## src/rtl/ucs_pkg.sv

```systemverilog
package ucs_pkg;

  localparam int unsigned UCS_STATE_W = 6;
  localparam int unsigned UCS_OPC_W   = 4;
  localparam int unsigned UCS_CW_W    = 26;

  // control word field positions that the sequencer itself decodes
  localparam int unsigned CW_NEXT_LSB = 0;
  localparam int unsigned CW_OPDISP   = 23;
  localparam int unsigned CW_CMPDISP  = 24;

  localparam int unsigned UCS_MAIN_BITS = UCS_CW_W << UCS_STATE_W;
  localparam int unsigned UCS_SEQ_BITS  = UCS_STATE_W << UCS_OPC_W;
  localparam int unsigned UCS_COND_BITS = UCS_STATE_W * 2;

  typedef enum logic [1:0] {
    SRC_MAIN = 2'b00,
    SRC_OPC  = 2'b01,
    SRC_CMP  = 2'b10,
    SRC_BAD  = 2'b11
  } ucs_src_e;

  // minimal default program: two fetch states, dispatch, everything else parks in 63
  function automatic logic [UCS_MAIN_BITS-1:0] ucs_default_main();
    logic [UCS_MAIN_BITS-1:0] t;
    t = '0;
    for (int s = 0; s < (1 << UCS_STATE_W); s++) begin
      logic [UCS_CW_W-1:0] w;
      w = '0;
      case (s)
        0:       w = UCS_CW_W'(1) | (UCS_CW_W'(1) << 9)  | (UCS_CW_W'(1) << 13);
        1:       w = UCS_CW_W'(2) | (UCS_CW_W'(1) << 7)  | (UCS_CW_W'(1) << 12);
        2:       w = UCS_CW_W'(63) | (UCS_CW_W'(1) << CW_OPDISP);
        default: w = UCS_CW_W'(63);
      endcase
      t[s*UCS_CW_W +: UCS_CW_W] = w;
    end
    return t;
  endfunction

endpackage

```

## src/rtl/ucs_table.sv

```systemverilog
module ucs_table #(
  parameter int unsigned                      AW   = 4,
  parameter int unsigned                      DW   = 6,
  parameter logic [DW*(2**AW)-1:0]            INIT = '0
) (
  input  logic [AW-1:0] addr,
  output logic [DW-1:0] data
);
  localparam int unsigned DEPTH = 2 ** AW;

  logic [DW-1:0] entries [DEPTH];

  for (genvar g = 0; g < DEPTH; g++) begin : g_entry
    assign entries[g] = INIT[g*DW +: DW];
  end

  always_comb data = entries[addr];
endmodule

```

## src/rtl/ucs_next_sel.sv

```systemverilog
module ucs_next_sel
  import ucs_pkg::*;
#(
  parameter int unsigned SW = UCS_STATE_W
) (
  input  logic          op_disp,
  input  logic          cmp_disp,
  input  logic [SW-1:0] main_nxt,
  input  logic [SW-1:0] opc_nxt,
  input  logic [SW-1:0] cmp_nxt,
  output logic [SW-1:0] nxt
);
  ucs_src_e src;

  always_comb begin
    src = ucs_src_e'({cmp_disp, op_disp});
    unique case (src)
      SRC_OPC: nxt = opc_nxt;
      SRC_CMP: nxt = cmp_nxt;
      default: nxt = main_nxt;   // SRC_MAIN and the illegal SRC_BAD
    endcase
  end
endmodule

```

## src/rtl/ucode_seq.sv

```systemverilog
module ucode_seq
  import ucs_pkg::*;
#(
  parameter int unsigned                   STATE_W    = UCS_STATE_W,
  parameter int unsigned                   OPC_W      = UCS_OPC_W,
  parameter int unsigned                   CW_W       = UCS_CW_W,
  parameter logic [CW_W*(2**STATE_W)-1:0]  MAIN_TBL   = ucs_default_main(),
  parameter logic [STATE_W*(2**OPC_W)-1:0] OPC_TBL    = {(2**OPC_W){6'd63}},
  parameter logic [STATE_W*2-1:0]          CMP_TBL    = '0,
  parameter bit                            STRICT_SEL = 1'b1
) (
  input  logic             clk,
  input  logic             rst_n,
  input  logic             step_en,
  input  logic [OPC_W-1:0] opcode,
  input  logic             cmp_true,
  output logic [CW_W-1:0]  ctrl_word
);
  logic [1:0]         rst_pipe;
  logic               rst_int_n;
  logic [STATE_W-1:0] state_q, state_d;
  logic [STATE_W-1:0] opc_nxt, cmp_nxt, sel_nxt;
  logic               strict_chk;

  assign strict_chk = STRICT_SEL;

  // asynchronous assert, synchronous release
  always_ff @(posedge clk or negedge rst_n) begin
    if (!rst_n) rst_pipe <= 2'b00;
    else        rst_pipe <= {rst_pipe[0], 1'b1};
  end
  assign rst_int_n = rst_pipe[1];

  ucs_table #(.AW(STATE_W), .DW(CW_W), .INIT(MAIN_TBL)) i_main (
    .addr (state_q),
    .data (ctrl_word)
  );

  ucs_table #(.AW(OPC_W), .DW(STATE_W), .INIT(OPC_TBL)) i_opc (
    .addr (opcode),
    .data (opc_nxt)
  );

  ucs_table #(.AW(1), .DW(STATE_W), .INIT(CMP_TBL)) i_cmp (
    .addr (cmp_true),
    .data (cmp_nxt)
  );

  ucs_next_sel #(.SW(STATE_W)) i_sel (
    .op_disp  (ctrl_word[CW_OPDISP]),
    .cmp_disp (ctrl_word[CW_CMPDISP]),
    .main_nxt (ctrl_word[CW_NEXT_LSB +: STATE_W]),
    .opc_nxt  (opc_nxt),
    .cmp_nxt  (cmp_nxt),
    .nxt      (sel_nxt)
  );

  always_comb begin
    state_d = state_q;
    if (step_en) state_d = sel_nxt;
  end

  always_ff @(posedge clk or negedge rst_int_n) begin
    if (!rst_int_n) state_q <= '0;
    else            state_q <= state_d;
  end
endmodule

```

## config.mk

```make
export PLATFORM = sky130hd
export DESIGN_NAME = ucode_seq
export DESIGN_NICKNAME = d
export VERILOG_FILES = /design/src/rtl/ucs_pkg.sv /design/src/rtl/ucs_table.sv /design/src/rtl/ucs_next_sel.sv /design/src/rtl/ucode_seq.sv
export SDC_FILE = /design/constraint.sdc
export NUM_CORES = 1
export LEC_CHECK = 0
export BUFFER_PORTS_ARGS = -buffer_cell sky130_fd_sc_hd__buf_2
export CAP_MARGIN = 5
export CORE_UTILIZATION = 40
export CTS_BUF_LIST = sky130_fd_sc_hd__clkbuf_8
export CTS_CLUSTER_SIZE = 10
export DETAILED_ROUTE_END_ITERATION = 7
export GPL_TIMING_DRIVEN = 0
export PLACE_DENSITY = 0.7
export SYNTH_ARGS = -nofsm -noshare
export SYNTH_HDL_FRONTEND = slang
export SYNTH_HIERARCHICAL = 1
export SYNTH_SLANG_ARGS = --single-unit
export TNS_END_PERCENT = 100
```

## constraint.sdc

```tcl
create_clock -name clk -period 2.2 [get_ports clk]
set_input_delay 0.44 -clock clk [delete_from_list [all_inputs] [get_ports clk]]
set_output_delay 0.44 -clock clk [all_outputs]
set_load 0.005 [all_outputs]
```

==> run summary, run 1 <==
CP Capture Type: flop
gpl congestion: 0.740
clock sink total: 8
H-tree depth: 1
Rows: 15
WS Path Type: reg -> reg
status: finished clean
Die H: 45.5 um
top cells by area, synth: buf_4, dfrtp_1, mux2_4
global-route wire length before repair: 1.61 mm
initial antenna violation count: 0
CP startpoint kind: flop
quantity of gates resized following cts: 0
I/O Pins: 34
1st-pass router iterations: 4
full die area: 0.00207 sq mm
Critical Path, Cell by Cell: nor3_4, and3_1, inv_1, ha_1, buf_4, nand2_1, o21ai_1, mux2_4
synth unique cells: 16
Hold Vio Cnt, Final: 0
Synth area leader: buf_4
Syn Area/Cell: 9.00 sq um
Ys Warns: 6
placed cell count: 145
violation count after the first detailed-routing iteration: 8
Critical Path AT: 2.08 ns
worst skew pair latency: 0.22 ns
worst path buffer plus inverter count: 2
vias in the first global route: 422
layout cell share with drive strength beyond 1: 0.460
top-area cell type share of the netlist area: 0.328
slowest stage delay, CP: 0.40 ns
Worst path slowest cell: dfrtp_1
Pleak: 0.557 nW
family with the most delay on the worst path: simple AND/OR/NAND/NOR gates
final std cells w/o fill: 149
Clk Tree Root Cell: clkbuf_8
Setup Viol. Count Final: 0
Slew Limit Fails: 0
routed len/inst: 7.39 um
Seq cells post-synth: 8
Setup Skew: 0.00290 ns
Final period util: 0.897
largest net degree at the start of global routing: 11
vias per cell: 3.62
Mapped Area: 756 sq um
antenna-violating nets left: 0
Max clock buf depth: 2
clock slew at reported path FFs: 0.04 ns
Initial Utilization: 0.433
Layout Area Growth over Synthesis: 30.8%
CTS buffer count: 3
minimum clock period after layout: 1.97 ns
Die X: 45.5 um
Worst Hold Class: reg -> async
PwrDens: 486 mW/mm^2
final WL: 1.10 mm
number of remaining DRC errors: 0
nets: 136
core area: 0.00175 sq mm
DP HPWL: 941 um
Buffers on Ports: 12
CTS tree: built
Syn Inst Count: 84
Final TNS setup: 0 ns
Seq/Total Area, Yosys: 0.265
CP required: 2.31 ns
max-cap viol count: 0
gr usage total: 0.110
RSZ-0062 raised after global routing: no
Vias: 540
crit-path max FO: 10
Max Freq: 507 MHz
Max IR drop VDD: 0.662 mV
ANT cells: 0
total congestion overflow: 0
[cell usage after synthesis, drive strengths merged]
cell type / instances
buf: 34
dfrtp: 8
nand2: 8
a22oi: 6
mux2: 6
o21ai: 6
conb: 4
and3: 2
ha: 2
inv: 2
nor2: 2
nor3: 2
and2: 1
nand3: 1
[worst register-to-register path, cell delays in order, from the launching register on]
cell     delay [ns]
dfrtp_1        0.40
nor3_4         0.26
and3_1         0.25
inv_1          0.06
ha_1           0.33
buf_4          0.18
nand2_1        0.06
o21ai_1        0.06
mux2_4         0.26
[layout make-up]
type | instances | area, sq um
tap | 25 | 31.3
clock buffer | 3 | 41.3
timing repair buffer | 13 | 70.1
sequential | 8 | 200
buffer | 34 | 259
multi-input combinational | 64 | 379
fill | 170 | 757
inverter | 2 | 7.51
[per-layer routing]
layer | up-vias | track usage | wire, um
li1 | 297 | - | -
met1 | 218 | 0.137 | 530
met2 | 25 | 0.186 | 495
met3 | 0 | 0.0357 | 76
met4 | 0 | 0.0182 | 0
met5 | - | 0 | 0
[final timing paths]
| check | to | slack [ns] | start | cells past startpoint |
|---|---|---|---|---|
| min in group clk | rst_pipe[1] | 0.34 | rst_pipe[0] | 0 |
| worst max register to register | state_q[0] | 0.23 | state_q[3] | 8 |
| worst min register to register | state_q[2] | 0.09 | rst_pipe[1] | 0 |
| max in group asynchronous | rst_pipe[0] | 1.58 | rst_n | 2 |
| worst min-delay path | state_q[2] | 0.09 | rst_pipe[1] | 0 |
| worst max-delay path | state_q[0] | 0.23 | state_q[3] | 8 |
[per-stage QoR]
stage | setup slack, ns | power, mW | cell area (sq um) | hold slack, ns | util
2_1_floorplan | 0.349 | 0.291 | 846 | 0.0678 | -
3_3_place_gp | 0.240 | 0.306 | 937 | 0.0894 | 0.537
3_5_place_dp | 0.212 | 0.310 | 937 | 0.0948 | 0.537
4_1_cts | 0.205 | 0.484 | 988 | 0.0961 | 0.566
5_1_grt | 0.125 | 0.508 | 988 | 0.117 | 0.566
6_report | 0.227 | 0.480 | 988 | 0.0888 | 0.566
[logic make-up (layout without fill, tap and decap cells)]
logic type / Yosys count / in the layout / synth area share
other: 4 / 28 / 0.0199
adders and majority gates: 2 / 2 / 0.0331
DFF: 8 / 8 / 0.265
AOI/OAI and AO/OA: 12 / 12 / 0.0993
buffers and inverters: 36 / 52 / 0.353
and+or+nand+nor: 16 / 16 / 0.111
muxes: 6 / 6 / 0.119
[cell usage in the layout (no fill, tap or decap), types with 2 or more instances in the layout]
cell       n
conb_1    28
a22oi_1    6
dfrtp_1    8
o21ai_1    6
ha_1       2
buf_4     33
clkbuf_8   3
buf_2     12
and3_1     2
mux2_4     6
inv_1      2
nor2_1     2
nand2_1    8
[power breakdown]
part	switching [mW]	internal, mW
sequential	0.0203	0.166
clock	0.0521	0.118
combinational	0.0457	0.0776
total	0.118	0.362
[sequential cells by signal (all words and copies together), names as in the netlist]
register,count
rst_pipe,2
state_q,6
[repair_timing]
item	CTS	global route
hold endpoints to repair	2	0
buffers inserted	0	0
hold buffers	1	0
No activity file was read; power rests on OpenSTA's default activity.
==> run 2, diff against run 1 <==
Settings changed: CORE_AREA set to 2 2 39 41, CORE_UTILIZATION 40 to not set, CTS_CLUSTER_DIAMETER set to 100, DIE_AREA set to 0 0 41 43, PLACE_DENSITY 0.7 to 0.75, SYNTH_HIERARCHICAL 1 to not set.
==> run summary, run 2 <==
H-tree depth: 1 (unchanged)
vias per cell: 3.18 (was 3.62)
crit-path max FO: 6 (was 10)
Worst Hold Class: reg -> async (unchanged)
Pleak: 0.313 nW (was 0.557 nW)
max reg flops: 3 (was 6)
post-route cell area: 557 sq um (was 988 sq um)
Commonest cells post-synth: buf_4, dfrtp_1, conb_1 (was buf_4, dfrtp_1, nand2_1)
largest registers: state_q x3, rst_pipe x2 (was state_q x6, rst_pipe x2)
Seq/Total Area, Yosys: 0.344 (was 0.265)
Synth area leader: buf_4 (unchanged)
final std cells w/o fill: 87 (was 149)
Syn Inst Count: 39 (was 84)
layout cell share with drive strength beyond 1: 0.577 (was 0.460)
most frequent cells in the layout: buf_4, conb_1, buf_2, dfrtp_1, clkbuf_8 (was buf_4, conb_1, buf_2, nand2_1, dfrtp_1)
synth unique cells: 14 (was 16)
routed len/inst: 6.30 um (was 7.39 um)
Ys Warns: 0 (was 6)
1st-pass router iterations: 2 (was 4)
initial antenna violation count: 0 (unchanged)
WHS: 0.0347 ns (was 0.0888 ns)
final WL: 548 um (was 1.10 mm)
Worst R2R End: state_q[0] (unchanged)
max-cap viol count: 0 (unchanged)
Most flops, register: state_q (unchanged)
CP Capture Type: output port (was flop)
register area: 125 sq um (was 200 sq um)
Max clock buf depth: 2 (unchanged)
fillcell total: 158 (was 170)
nets: 80 (was 136)
Buffers on Ports: 13 (was 12)
antenna-violating nets left: 0 (unchanged)
placed cell area: 502 sq um (was 937 sq um)
Vias: 277 (was 540)
family with the most delay on the worst path: flip-flops (was simple AND/OR/NAND/NOR gates)
Mapped Area: 364 sq um (was 756 sq um)
Hold Vio Cnt, Final: 0 (unchanged)
worst skew pair latency: 0.22 ns (about the same)
Post-synth EDFFs: 0 (unchanged)
status: finished clean (unchanged)
Max IR drop VDD: 0.563 mV (was 0.662 mV)
most common cell after layout, fill and taps aside: buf_4 (unchanged)
clock sink total: 5 (was 8)
Die X: 41 um (was 45.5 um)
clock slew at reported path FFs: 0.04 ns (about the same)
Final period util: 0.787 (was 0.897)
global-route wire length before repair: 841 um (was 1.61 mm)
Syn Area/Cell: 9.34 sq um (was 9.00 sq um)
quantity of gates resized following cts: 0 (unchanged)
Final TNS setup: 0 ns (unchanged)
Rows: 14 (was 15)
Clk Tree Root Cell: clkbuf_8 (unchanged)
Core Util, Final: 0.402 (was 0.566)
Critical Path AT: 1.29 ns (was 2.08 ns)
vias in the first global route: 214 (was 422)
CP required: 1.76 ns (was 2.31 ns)
RSZ-0062 raised after global routing: no (unchanged)
minimum clock period after layout: 1.73 ns (was 1.97 ns)
worst r2r src: state_q[1] (was state_q[3])
PwrDens: 520 mW/mm^2 (was 486 mW/mm^2)
violation count after the first detailed-routing iteration: 3 (was 8)
R2R cell count: 2 (was 8)
top cells by area, synth: buf_4, dfrtp_1, nor3b_2 (was buf_4, dfrtp_1, mux2_4)
Die H: 43 um (was 45.5 um)
total congestion overflow: 0 (unchanged)
Worst path slowest cell: dfrtp_1 (unchanged)
slowest stage delay, CP: 0.42 ns (was 0.40 ns)
count leader, synth: buf_4 (unchanged)
Setup Viol. Count Final: 0 (unchanged)
I/O Pins: 34 (unchanged)
worst path buffer plus inverter count: 3 (was 2)
DP HPWL: 474 um (was 941 um)
asr flop ratio synth: 1.00 (unchanged)
Seq cells post-synth: 5 (was 8)
WS Path Type: reg -> out (was reg -> reg)
Initial Utilization: 0.263 (was 0.433)
Synth Flop Type: dfrtp_1 (unchanged)
multi-input logic area: 126 sq um (was 379 sq um)
Slew Limit Fails: 0 (unchanged)
Critical Path, Cell by Cell: or3_4, inv_2, buf_4, buf_2 (was nor3_4, and3_1, inv_1, ha_1, buf_4, nand2_1, o21ai_1, mux2_4)
gpl congestion: 0.654 (was 0.740)
full die area: 0.00176 sq mm (was 0.00207 sq mm)
Max Freq: 578 MHz (was 507 MHz)
CP startpoint kind: flop (unchanged)
# Post-CTS Setup Buffers: 0 (unchanged)
gr usage total: 0.0738 (was 0.110)
CTS buffer count: 3 (unchanged)
Setup Skew: 0.00300 ns (was 0.00290 ns)
core area: 0.00138 sq mm (was 0.00175 sq mm)
top-area cell type share of the netlist area: 0.433 (was 0.328)
placed cell count: 82 (was 145)
largest net degree at the start of global routing: 7 (was 11)
CTS tree: built (unchanged)
number of remaining DRC errors: 0 (unchanged)
ANT cells: 0 (unchanged)
Layout Area Growth over Synthesis: 52.9% (was 30.8%)
reg2reg setup slack: 1.27 ns (was 0.23 ns)
-- run 2: changes by cell type after synthesis, sizes merged, moves of 3 or more --
cell   before  now
a22oi       6    0
buf        34   21
mux2        6    0
o21ai       6    1
nand2       8    0
dfrtp       8    5
-- run 2: through the flow --
step                total power, mW  setup WS [ns]
global route                  0.306          0.407
CTS                           0.292          0.457
detailed placement            0.125          0.693
global placement              0.125          0.721
floorplan                     0.122          0.799
finish                        0.290          0.469
-- run 2: power breakdown --
group | internal, mW | total [mW] | switching [mW]
clock | 0.120 | 0.164 | 0.0440
sequential | 0.0944 | 0.0955 | 0.00115
combinational | 0.0193 | 0.0307 | 0.0114
-- run 2: repair_timing --
action | in CTS | in global routing
setup endpoints to repair | 0 | 0
hold buffers | 1 | 0
hold endpoints to repair | 2 | 0
-- run 2: final cells by class --
| type | instances | area share |
|---|---|---|
| buffer | 21 | 0.283 |
| clock buffer | 3 | 0.0742 |
| clock inverter | 1 | 0.00674 |
| inverter | 2 | 0.0135 |
| multi-input combinational | 25 | 0.227 |
| sequential | 5 | 0.225 |
| tap | 16 | 0.0360 |
| timing repair buffer | 14 | 0.135 |
-- run 2: worst register-to-register path, delay by kind of cell, from the launching register on --
kind	cells	cell delay, ns
simple gates	1	0.29
flops	1	0.42
compound gates	1	0.10
-- run 2: layer usage --
metal  up-vias  GRT usage  share of wire
met5         -          0              0
met2        18      0.122           0.51
li1        145          -              -
met1       114     0.0625           0.37
met3         0     0.0628           0.12
met4         0     0.0200              0
-- run 2: worst max-delay path by stage --
stage / start / to / cells after the start
floorplan: state_q[1] / ctrl_word[13] / 3
global placement: state_q[1] / ctrl_word[13] / 4
detailed placement: state_q[1] / ctrl_word[13] / 4
CTS: state_q[1] / ctrl_word[13] / 4
global route: state_q[1] / ctrl_word[13] / 4
finish: state_q[1] / ctrl_word[13] / 4
-- run 2: logic make-up (layout without fill, tap and decap cells) --
logic type / count (synthesis) / after routing / share of synthesized area
buffers and inverters: 23 / 41 / 0.454
other: 2 / 16 / 0.0206
AND/OR/NAND/NOR: 6 / 6 / 0.131
AO/OA/AOI/OAI: 3 / 3 / 0.0515
flip-flops: 5 / 5 / 0.344
